$ cat config.mk
export PLATFORM = sky130hd
export DESIGN_NAME = txSymbolEncoder
export DESIGN_NICKNAME = d
export VERILOG_FILES = /design/src/rtl/txEncPkg.sv /design/src/rtl/txScrambler.sv /design/src/rtl/txFrameCtrl.sv /design/src/rtl/txLineDatapath.sv /design/src/rtl/txSymbolEncoder.sv
export SDC_FILE = /design/constraint.sdc
export NUM_CORES = 1
export LEC_CHECK = 0
export BUFFER_PORTS_ARGS = -buffer_cell sky130_fd_sc_hd__buf_2
export CORE_ASPECT_RATIO = 1.75
export CORE_MARGIN = 2
export CORE_UTILIZATION = 35
export CTS_CLUSTER_DIAMETER = 150
export DETAILED_ROUTE_END_ITERATION = 10
export GPL_ROUTABILITY_DRIVEN = 0
export GPL_TIMING_DRIVEN = 0
export SYNTH_ARGS = -nofsm -noshare
export SYNTH_HDL_FRONTEND = slang
export SYNTH_SLANG_ARGS = --single-unit
$ cat constraint.sdc
create_clock -name clk -period 3.3 [get_ports clk]
set_clock_uncertainty 0.15 [all_clocks]
set_input_delay 0 -clock clk [delete_from_list [all_inputs] [get_ports clk]]
set_output_delay 0 -clock clk [all_outputs]
set_load 0.02 [all_outputs]
$ cat src/rtl/txEncPkg.sv
package txEncPkg;

  localparam int NIB_W = 4;
  localparam int GRP_W = 5;

  typedef enum logic [2:0] {
    SEL_IDLE, SEL_J, SEL_K, SEL_T, SEL_R, SEL_HALT, SEL_DATA, SEL_RAW
  } grpSel_e;

  typedef enum logic [1:0] {
    ST_IDLE, ST_K, ST_DATA, ST_R
  } frameSt_e;

  typedef struct packed {
    logic    loadGroup;
    grpSel_e sel;
  } txStrobe_t;

  localparam logic [GRP_W-1:0] GRP_IDLE = 5'b11111;
  localparam logic [GRP_W-1:0] GRP_J    = 5'b11000;
  localparam logic [GRP_W-1:0] GRP_K    = 5'b10001;
  localparam logic [GRP_W-1:0] GRP_T    = 5'b01101;
  localparam logic [GRP_W-1:0] GRP_R    = 5'b00111;
  localparam logic [GRP_W-1:0] GRP_HALT = 5'b00100;

  function automatic logic [GRP_W-1:0] map4b5b(input logic [NIB_W-1:0] nib);
    logic [GRP_W-1:0] g;
    case (nib)
      4'h0: g = 5'b11110;
      4'h1: g = 5'b01001;
      4'h2: g = 5'b10100;
      4'h3: g = 5'b10101;
      4'h4: g = 5'b01010;
      4'h5: g = 5'b01011;
      4'h6: g = 5'b01110;
      4'h7: g = 5'b01111;
      4'h8: g = 5'b10010;
      4'h9: g = 5'b10011;
      4'hA: g = 5'b10110;
      4'hB: g = 5'b10111;
      4'hC: g = 5'b11010;
      4'hD: g = 5'b11011;
      4'hE: g = 5'b11100;
      default: g = 5'b11101;
    endcase
    return g;
  endfunction

endpackage

$ cat src/rtl/txScrambler.sv
module txScrambler #(
  parameter int LEN = 11,
  parameter int TAP_HI = 11,
  parameter int TAP_LO = 9,
  parameter logic [LEN-1:0] SEED = '1
) (
  input  logic clk,
  input  logic rstN,
  output logic key
);
  logic [LEN-1:0] lfsrQ;

  always_comb key = lfsrQ[TAP_HI-1] ^ lfsrQ[TAP_LO-1];

  always_ff @(posedge clk or negedge rstN) begin
    if (!rstN) lfsrQ <= SEED;
    else       lfsrQ <= {lfsrQ[LEN-2:0], key};
  end
endmodule

$ cat src/rtl/txFrameCtrl.sv
module txFrameCtrl
  import txEncPkg::*;
(
  input  logic       clk,
  input  logic       rstN,
  input  logic       txValid,
  input  logic       txErr,
  input  logic       codecOn,
  input  logic       miiMode,
  output logic       nibbleReq,
  output txStrobe_t  strobe
);
  localparam int CNT_W = $clog2(GRP_W);
  localparam logic [CNT_W-1:0] LAST_IDX = CNT_W'(GRP_W - 1);

  logic [CNT_W-1:0] bitIdx;
  frameSt_e stQ, stNext;
  logic bypass;
  grpSel_e selNext;

  always_comb begin
    nibbleReq = (bitIdx == LAST_IDX);
    bypass    = miiMode & ~codecOn;
    stNext    = stQ;
    selNext   = SEL_IDLE;
    if (bypass) begin
      selNext = SEL_RAW;
      stNext  = ST_IDLE;
    end else begin
      case (stQ)
        ST_IDLE: begin
          if (txValid) begin
            selNext = SEL_J;
            stNext  = ST_K;
          end
        end
        ST_K: begin
          selNext = SEL_K;
          stNext  = ST_DATA;
        end
        ST_DATA: begin
          if (!txValid) begin
            selNext = SEL_T;
            stNext  = ST_R;
          end else begin
            selNext = txErr ? SEL_HALT : SEL_DATA;
          end
        end
        default: begin
          selNext = SEL_R;
          stNext  = ST_IDLE;
        end
      endcase
    end
    strobe.loadGroup = nibbleReq;
    strobe.sel       = selNext;
  end

  always_ff @(posedge clk or negedge rstN) begin
    if (!rstN) begin
      bitIdx <= '0;
      stQ    <= ST_IDLE;
    end else if (nibbleReq) begin
      bitIdx <= '0;
      stQ    <= stNext;
    end else begin
      bitIdx <= bitIdx + 1'b1;
    end
  end
endmodule

$ cat src/rtl/txLineDatapath.sv
module txLineDatapath
  import txEncPkg::*;
#(
  parameter int LFSR_LEN = 11,
  parameter int TAP_HI = 11,
  parameter int TAP_LO = 9,
  parameter logic [LFSR_LEN-1:0] LFSR_SEED = '1
) (
  input  logic             clk,
  input  logic             rstN,
  input  txStrobe_t        strobe,
  input  logic [NIB_W-1:0] txNibble,
  input  logic             txErr,
  output logic             scrBit,
  output logic [1:0]       lineLevel
);
  logic [GRP_W-1:0] shiftQ, grpNext;
  logic [1:0] phaseQ;
  logic key;

  txScrambler #(
    .LEN(LFSR_LEN), .TAP_HI(TAP_HI), .TAP_LO(TAP_LO), .SEED(LFSR_SEED)
  ) uScr (
    .clk(clk), .rstN(rstN), .key(key)
  );

  always_comb begin
    case (strobe.sel)
      SEL_J:    grpNext = GRP_J;
      SEL_K:    grpNext = GRP_K;
      SEL_T:    grpNext = GRP_T;
      SEL_R:    grpNext = GRP_R;
      SEL_HALT: grpNext = GRP_HALT;
      SEL_DATA: grpNext = map4b5b(txNibble);
      SEL_RAW:  grpNext = {txErr, txNibble};
      default:  grpNext = GRP_IDLE;
    endcase
  end

  always_comb scrBit = shiftQ[GRP_W-1] ^ key;

  always_ff @(posedge clk or negedge rstN) begin
    if (!rstN) begin
      shiftQ <= GRP_IDLE;
      phaseQ <= '0;
    end else begin
      shiftQ <= strobe.loadGroup ? grpNext : {shiftQ[GRP_W-2:0], 1'b0};
      phaseQ <= phaseQ + {1'b0, scrBit};
    end
  end

  always_comb begin
    case (phaseQ)
      2'd1:    lineLevel = 2'b01;
      2'd3:    lineLevel = 2'b11;
      default: lineLevel = 2'b00;
    endcase
  end
endmodule

$ cat src/rtl/txSymbolEncoder.sv
module txSymbolEncoder
  import txEncPkg::*;
#(
  parameter int LFSR_LEN = 11,
  parameter int TAP_HI = 11,
  parameter int TAP_LO = 9,
  parameter logic [LFSR_LEN-1:0] LFSR_SEED = 11'h7FF
) (
  input  logic             clk,
  input  logic             rstN,
  input  logic [NIB_W-1:0] txNibble,
  input  logic             txValid,
  input  logic             txErr,
  input  logic             codecOn,
  input  logic             miiMode,
  output logic             nibbleReq,
  output logic [1:0]       mlt3Level
);
  txStrobe_t strobe;
  logic scrBit;

  txFrameCtrl uCtrl (
    .clk(clk), .rstN(rstN), .txValid(txValid), .txErr(txErr),
    .codecOn(codecOn), .miiMode(miiMode),
    .nibbleReq(nibbleReq), .strobe(strobe)
  );

  txLineDatapath #(
    .LFSR_LEN(LFSR_LEN), .TAP_HI(TAP_HI), .TAP_LO(TAP_LO), .LFSR_SEED(LFSR_SEED)
  ) uPath (
    .clk(clk), .rstN(rstN), .strobe(strobe), .txNibble(txNibble),
    .txErr(txErr), .scrBit(scrBit), .lineLevel(mlt3Level)
  );
endmodule

==> results_dict.tcl <==
set metrics [dict create \
    avgViaCountPerCell 4.853 \
    drc 0 \
    grt_pass1_wl_mm 3.236 \
    start_kind "flip-flop" \
    slowest_delay_ns 0.42 \
    grt_pass1_vias 778 \
    cp_num_buf_inv 1 \
    p_int_w 0.0005495 \
    tightestPinTransition_ns 0.4767 \
    slew_headroom_pct 68.16 \
    hold_viol_final 0 \
    diodes 0 \
    worstPathCellList "inv_1, ha_1, nand2b_1, o221ai_2, nor3_1, a31oi_1, a31oi_1" \
    synth_edf_count 0 \
    clock_latency_ns 0.25 \
    postCtsSetupBuffers 0 \
    setup_tns_ns 0 \
    p_seq_share_pct 41.0 \
    ant_nets 0 \
    wl_per_cell_um 12.13 \
    pwr-share-comb_pct 39.1 \
    rows 26 \
    synthTopCellsByCount "16 x dfstp_2, 8 x inv_1, 8 x nor2_1" \
    critical-path-slowest-cell "dfrtp_1" \
    synth_top_flop_cell "dfstp_2" \
    drt_wl_total_mm 1.892 \
    wl_met3_um 57 \
    slew_violations 0 \
    die_x_um 46.33 \
    ys_seq_area_share_pct 54.28 \
    ir_drop_uv 283.8 \
    critPathMaxFanout 8 \
    synth.largest_area_cell "dfstp_2" \
    io_pins 13 \
    first_iter_violations 15 \
    p_per_area_mw_per_mm2 655.2 \
    r2r_setup_slack_ns 1.25 \
    status "complete, no violations" \
    finalCriticalPeriod_ns 2.047 \
    cts_made_buffers 3 \
    dr.pass1.iters 4 \
    p_leak_nw 0.5540 \
    ctsHoldBuffers 3 \
    reg2reg_to "uPath.shiftQ[2]$_DFF_PN1_" \
    r2r_cells 7 \
    cts.path.max_buffers 2 \
    synth-async-reset-ratio_pct 100.0 \
    setup_viol 0 \
    ys_warn_count 0 \
    area_growth_pct 17.45 \
    syn_area_mm2 0.001097 \
    wl_met2_mm 1.051 \
    rsz0062_at_grt "false" \
    die_area_mm2 0.003617 \
    min_delay_worst_endpoint "uPath.shiftQ[0]$_DFF_PN1_" \
    rr_startpoint "uCtrl.stQ[0]$_DFFE_PN0P_" \
    drive_gt1_share_pct 33.33 \
    gr-total-overflow 0 \
    antenna_found_initial 0 \
    setup.worst_path.class "reg -> reg" \
    core_area_mm2 0.002960 \
    p_total_w 0.0008443 \
    synth_top_area_share_pct 38.31 \
    cts_tree "done" \
    crit_arrival_ns 2.06 \
    drv_cap 0 \
    dpl.hpwl_mm 1.511 \
    cts-root-buf "clkbuf_8" \
    synthCells 95 \
    p_clk_share_pct 19.9 \
    portBuffers 12 \
    p_sw_w 0.0002948 \
    topRoutingLayerUsed "met4" \
    hp-class "in -> reg" \
    crit_top_cell "a31oi_1" \
    cts_resized 0 \
    start_util_pct 37.07 \
    path_clk_slew_ns 0.08 \
    hold_depth 4 \
    crit_path_end_kind "flip-flop" \
    worstPathRequired_ns 3.31 \
    cts_sinks 23 \
    synth_seq_cells 23 \
    avgSynthCellArea_um2 11.55 \
    ys_types 33 \
    synth_area_leaders "dfstp_2 38%, dfrtp_1 16%, ha_1 6.8%" \
    wl_met1_um 761 \
    htree_levels 1 \
    grt_max_degree 24 \
    fmax_ghz 0.4886 \
    synthMostInstantiatedCell "dfstp_2" \
    crit_family "compound AO/OA/AOI/OAI gates" \
    finalNetCount 131 \
    worstHoldStart "miiMode" \
    syn_nets 111 \
    swShare_pct 34.92 \
    vias 757 \
    period_share_pct 62.02 \
    dieHeight_um 78.07 \
    grtUsageTotal_pct 11.81 \
]
[sequential cells by signal (all words and copies together), names as in the netlist]
name	cells
uPath.phaseQ	2
uPath.shiftQ	5
uCtrl.stQ	2
uCtrl.bitIdx	3
uPath.uScr.lfsrQ	11
[layout make-up]
class,instances,area [µm²]
Tap cell,42,52.55
Inverter,8,30.03
Multi-Input combinational cell,62,464.2
Clock buffer,3,41.29
Buffer,2,7.507
Sequential cell,23,595.6
Fill cell,284,1672
Timing Repair Buffer,15,90.09
Clock inverter,1,7.507
[kinds of logic after synthesis]
logic type,count (synthesis),share of synthesized area (%)
multiplexers,2,1.824
buffers and inverters,10,3.421
flip-flops,23,54.28
AND/OR/NAND/NOR,26,12.43
AO/OA/AOI/OAI,24,18.02
XOR/XNOR,4,3.192
adder cells (fa/ha/maj),6,6.841
[worst max-delay path by stage]
stage                              from                        end  slack (ns)  cells after the start
3_3_place_gp   uCtrl.stQ[0]$_DFFE_PN0P_  uPath.shiftQ[2]$_DFF_PN1_        1.32                      6
5_1_grt        uCtrl.stQ[0]$_DFFE_PN0P_  uPath.shiftQ[2]$_DFF_PN1_        1.08                      7
4_1_cts        uCtrl.stQ[0]$_DFFE_PN0P_  uPath.shiftQ[2]$_DFF_PN1_        1.25                      7
6_report       uCtrl.stQ[0]$_DFFE_PN0P_  uPath.shiftQ[2]$_DFF_PN1_        1.25                      7
3_5_place_dp   uCtrl.stQ[0]$_DFFE_PN0P_  uPath.shiftQ[2]$_DFF_PN1_        1.27                      6
2_1_floorplan  uCtrl.stQ[0]$_DFFE_PN0P_  uPath.shiftQ[2]$_DFF_PN1_        1.51                      6
[cells in the final DEF (no fill, tap or decap), types with 2 or more instances in the layout]
master         netlist  layout
a21oi_1              3       3
a31oi_1              4       4
buf_2                0      12
clkbuf_1             2       2
clkbuf_8             0       3
dfrtp_1              7       7
dfstp_2             16      16
dlygate4sd3_1        0       3
ha_1                 6       6
inv_1                8       8
mux2i_1              2       2
nand2_1              5       5
nand2b_1             5       5
nor2_1               8       8
nor3_1               2       2
o21ai_1              2       2
o311ai_0             2       2
o31ai_1              2       2
xor2_1               4       4
[power by group through the flow]
stage | clock network, W | logic, W | registers (W)
after floorplan | 0 | 0.000259 | 0.000346
after global placement | 0 | 0.000319 | 0.000351
after detailed placement | 0 | 0.000330 | 0.000352
after CTS | 0.000176 | 0.000334 | 0.000347
after global routing | 0.000193 | 0.000372 | 0.000351
final | 0.000168 | 0.000330 | 0.000346
[metrics by stage]
stage / hold slack (ns) / setup slack [ns] / util [%] / std cells / cell area (µm²)
global route: 0.03513 / 1.078 / 43.53 / 156 / 1289
floorplan: -0.4456 / 1.507 / - / 95 / 1097
finish: 0.01209 / 1.253 / 43.53 / 156 / 1289
global placement: -0.1748 / 1.321 / 40.87 / 149 / 1210
detailed placement: -0.1702 / 1.272 / 40.87 / 149 / 1210
CTS: 0.01508 / 1.251 / 43.53 / 156 / 1289
[worst register-to-register path, delay by kind of cell (launching register included)]
family,cells,cell delay [ns]
AOI/OAI and AO/OA,3,0.62
DFF,1,0.42
adders and majority gates,1,0.36
and+or+nand+nor,2,0.25
buffers and inverters,1,0.15
[layer usage]
metal	GRT usage, %	up-vias
met2	20.56	17
met4	4.000	0
met3	2.759	2
li1	-	370
met5	0	-
met1	13.33	368
Power figures use the tool's default switching activity.
